--- config.mk ---
export PLATFORM = sky130hd
export DESIGN_NAME = acc_perm_check
export DESIGN_NICKNAME = d
export VERILOG_FILES = /design/src/rtl/acc_perm_check.sv
export SDC_FILE = /design/constraint.sdc
export NUM_CORES = 1
export LEC_CHECK = 0
export BUFFER_PORTS_ARGS = -buffer_cell sky130_fd_sc_hd__buf_2
export CORE_MARGIN = 2
export CORE_UTILIZATION = 48
export CTS_CLUSTER_SIZE = 28
export DETAILED_ROUTE_END_ITERATION = 10
export PLACE_DENSITY = 0.86
export SYNTH_ARGS = -nofsm -noshare
export SYNTH_HDL_FRONTEND = slang
export SYNTH_SLANG_ARGS = --single-unit
--- constraint.sdc ---
create_clock -name clk -period 5.2 [get_ports clk]
set_input_delay 0.78 -clock clk [delete_from_list [all_inputs] [get_ports clk]]
set_output_delay 0.78 -clock clk [all_outputs]
set_load 0.01 [all_outputs]
--- src/rtl/acc_perm_check.sv ---
module acc_perm_check #(
  parameter int VA_W   = 32,
  parameter int DOM_W  = 4,
  parameter int MASK_W = 3
) (
  input  logic                      clk,
  input  logic                      rst_n,
  input  logic                      req_valid,
  input  logic [1:0]                acc_kind,
  input  logic                      cpu_user,
  input  logic                      req_user,
  input  logic [VA_W-1:0]           vaddr,
  input  logic [MASK_W-1:0]         size_mask,
  input  logic                      allow_unaligned,
  input  logic                      mmu_on,
  input  logic                      align_force,
  input  logic                      af_enable,
  input  logic                      remap_on,
  input  logic [1:0]                attr_in0,
  input  logic [1:0]                attr_out0,
  input  logic [1:0]                type0,
  input  logic [2*(2**DOM_W)-1:0]   dacr,
  input  logic [DOM_W-1:0]          ent_domain,
  input  logic [2:0]                ent_perm,
  input  logic                      ent_xn,
  input  logic                      ent_section,
  output logic                      rsp_valid,
  output logic                      rsp_fault,
  output logic [2:0]                rsp_class,
  output logic                      rsp_instr,
  output logic                      rsp_write,
  output logic [DOM_W-1:0]          rsp_domain,
  output logic                      rsp_subcode,
  output logic [VA_W-1:0]           rsp_addr,
  output logic                      rsp_cacheable
);
  localparam logic [2:0] C_NONE  = 3'd0;
  localparam logic [2:0] C_ALIGN = 3'd1;
  localparam logic [2:0] C_DOM   = 3'd2;
  localparam logic [2:0] C_PERM  = 3'd3;
  localparam logic [2:0] C_UNP   = 3'd4;

  wire is_fetch = (acc_kind == 2'b10);
  wire is_write = (acc_kind == 2'b01);
  wire priv     = !cpu_user && !req_user;

  wire align_flt = !is_fetch && (align_force || !allow_unaligned) &&
                   |(vaddr[MASK_W-1:0] & size_mask);

  wire [1:0] dom_val  = dacr[{ent_domain, 1'b0} +: 2];
  wire [2:0] eff_perm = {ent_perm[2:1], ent_perm[0] | af_enable};

  logic perm_abt, perm_unp;
  always_comb begin
    perm_abt = 1'b0;
    perm_unp = 1'b0;
    case (eff_perm)
      3'd0:    perm_abt = 1'b1;
      3'd1:    perm_abt = !priv;
      3'd2:    perm_abt = !priv && is_write;
      3'd3:    perm_abt = 1'b0;
      3'd4:    perm_unp = 1'b1;
      3'd5:    perm_abt = !priv || is_write;
      default: perm_abt = is_write;
    endcase
  end

  logic [2:0] cls;
  logic       cach;
  always_comb begin
    cls  = C_NONE;
    cach = 1'b0;
    if (align_flt)
      cls = C_ALIGN;
    else if (!mmu_on)
      cach = remap_on && |attr_in0 && |attr_out0 && (type0 == 2'd2);
    else begin
      case (dom_val)
        2'd0: cls = C_DOM;
        2'd2: cls = C_UNP;
        2'd1: begin
          if (perm_unp)
            cls = C_UNP;
          else if (perm_abt || (is_fetch && ent_xn))
            cls = C_PERM;
        end
        default: cls = C_NONE;
      endcase
    end
  end

  wire any_flt = (cls != C_NONE);
  wire mmu_flt = (cls == C_DOM) || (cls == C_PERM) || (cls == C_UNP);

  always_ff @(posedge clk) begin
    if (!rst_n) begin
      rsp_valid     <= 1'b0;
      rsp_fault     <= 1'b0;
      rsp_class     <= C_NONE;
      rsp_instr     <= 1'b0;
      rsp_write     <= 1'b0;
      rsp_domain    <= '0;
      rsp_subcode   <= 1'b0;
      rsp_addr      <= '0;
      rsp_cacheable <= 1'b0;
    end else begin
      rsp_valid <= req_valid;
      if (req_valid) begin
        rsp_fault     <= any_flt;
        rsp_class     <= cls;
        rsp_instr     <= mmu_flt && is_fetch;
        rsp_write     <= any_flt && is_write;
        rsp_domain    <= (mmu_flt && !is_fetch) ? ent_domain : '0;
        rsp_subcode   <= mmu_flt && ent_section;
        rsp_addr      <= any_flt ? vaddr : '0;
        rsp_cacheable <= cach;
      end
    end
  end
endmodule

==> out/summary.txt <==
crit path DAT: 3.52 ns
I/O pins: 139
crit-path max FO: 18
Final Skew: 0 ns
share of cells above drive strength 1: 60.6%
main area contributors after synthesis: dfxtp_1 (37%), a21boi_2 (13%), nand3_2 (12%), mux4_1 (6.4%), nand2_1 (5.5%)
DP Area: 3090 µm²
largest net degree at the start of global routing: 42
period utilization: 63.5%
global-route wire length before repair: 8990 µm
r2r setup slk: 4.50 ns
Max Root-Sink Buffers: 2
post-synthesis sequential area ratio: 36.8%
WP data required: 5.42 ns
Slew headroom: 28.8%
H-tree levels: 2
post-DR vias/cell: 5.12
Starting Density: 48.9%
commonest cells in the netlist: dfxtp_1 (45), nand2_1 (36), a21boi_2 (29), nand3_2 (29), nand3_1 (8)
Sum Neg Setup Slack: 0 ns
Yosys warnings: 0
post-route ant nets: 0
Worst Tran Pin Value: 1.06 ns
Buffers on Ports: 138
GR Overflow Total: 0
area of the multi-input gates: 1390 µm²
drt total wl: 6140 µm
asr flop ratio synth: 0%
fillers: 449
Worst Setup Path Type: input port to flop
CTS Sinks: 45
Num CTS Buffers: 5
Post-CTS Setup Bufs: 0
clk_lat worst skew: 0.29 ns
Mapped Area: 2450 µm²
initial antenna violation count: 0
Peak VDD IR: 108 µV
Nets: 451
Yosys top cell by area: dfxtp_1
Area Growth Syn to Fin: 30.0%
Post-Synthesis Cells: 228
CTS Root Cell: clkbuf_8
chip height: 75.4 µm
RSZ-0062 raised after global routing: false
Net Count, Synth: 322
post-CTS resize count: 0
#FFs+latches synth: 45
max_cap viols: 0
register area: 901 µm²
ys flop type: dfxtp_1
Pre-Repair DR Iteration Count: 4
Tot Pwr: 0.000783 W
P_leak: 1.44 nW
Crit. End Element: flop
Synth top area share: 36.8%
CTS tree: done
via count: 2192
core area: 5010 µm²
# diodes: 0
final instance area: 3180 µm²
# setup viols final: 0
pwr dens: 246 nW/µm²
GRT Util Overall: 20.9%
Synth cell types: 41
status: finished, final reports clean
Max Fclk: 303 MHz
Clk pin slew, worst setup/hold paths: 0.08 ns
crit start category: input port
Final min period: 3.30 ns
Post-DP HPWL: 4660 µm
Post-synth EDFFs: 0
Remaining DRCs: 0
hold-fix buffer count after cts: 0
Die W: 75.4 µm
WHS Path Cells: 2
vias in the first global route: 1961
syn_area_per_cell: 10.7 µm²
Hold Fails Final Rpt: 0
per-cell routed wire length: 14.3 µm
top-count cell post-synth: dfxtp_1
fin. max-slew vios: 0
GP Congestion: 0.713
die footprint: 5690 µm²
Min-Delay Path Class: flop to flop
Starting DRT DRC Count: 81
worst r2r path cells: 2
Cell Rows: 26
-- cell type report --
| type | count | share of cell area [%] |
|---|---|---|
| Clock buffer | 6 | 2.59 |
| Clock inverter | 2 | 0.432 |
| Inverter | 3 | 0.354 |
| Multi-Input combinational cell | 163 | 43.7 |
| Sequential cell | 45 | 28.3 |
| Tap cell | 70 | 2.75 |
| Timing Repair Buffer | 139 | 21.9 |
-- stage by stage --
stage | std cells | setup slack [ns] | hold WS (ns) | util [%]
floorplan | 228 | 2.62 | 0.483 | -
global placement | 420 | 1.65 | 0.437 | 61.6
detailed placement | 420 | 1.57 | 0.453 | 61.6
CTS | 428 | 1.88 | 0.467 | 63.6
global route | 428 | 1.71 | 0.483 | 63.6
finish | 428 | 1.90 | 0.464 | 63.6
-- critical path: stages --
cell,delay (ns)
buf_2,0.22
mux4_2,0.55
a22oi_2,0.21
nand2_2,0.12
o311ai_4,0.88
buf_4,0.45
nand3_1,0.11
a21boi_0,0.19
-- cells by family (layout without fill, tap and decap cells) --
group	Yosys count	after routing	synth area share [%]
muxes	8	8	8.27
AOI/OAI and AO/OA	59	59	23.7
DFF	45	45	36.8
and+or+nand+nor	96	96	24.8
buffers and inverters	20	150	6.49
-- layer usage --
metal	part of all wire, %	track usage [%]	vias up
li1	-	-	1080
met1	41	24.5	1016
met2	51	38.0	92
met3	7.8	5.03	4
met4	0.52	5.65	0
met5	0	0	-
-- cells in the final DEF, fill, tap and decap left out, types with 2 or more instances in the layout --
master	count
a21oi_1	2
nand3_2	29
and2_1	2
nand2_1	36
nor2b_1	2
mux4_2	2
and2_2	2
a22o_1	5
dfxtp_1	45
buf_2	138
and2b_1	3
a21boi_2	29
o21ai_0	4
nor2_1	7
nor3b_1	2
nand3_1	8
clkbuf_8	6
a21boi_0	6
a22oi_2	2
o21bai_1	2
inv_1	2
mux4_1	6
a22oi_1	2
-- sequential cells by signal (all words and copies together), names as in the netlist --
name / cells
rsp_cacheable: 1
rsp_valid: 1
rsp_domain: 4
rsp_addr: 32
rsp_fault: 1
rsp_write: 1
rsp_class: 3
rsp_subcode: 1
rsp_instr: 1
-- where the power goes --
group	internal (W)	leakage (nW)	total, W	switching, W
registers	0.000363	0.368	0.000371	0.00000856
logic	0.0000869	1.02	0.000185	0.0000981
clock network	0.000108	0.0512	0.000226	0.000119
-- worst paths after layout --
kind / start / endpoint
worst max-delay path: ent_domain[0] / rsp_addr[21]
worst min-delay path: rsp_addr[27] / rsp_addr[27]
worst max register to register: rsp_class[0] / rsp_class[0]
worst min register to register: rsp_addr[27] / rsp_addr[27]
Note: power is estimated with default switching activity, not from simulation.
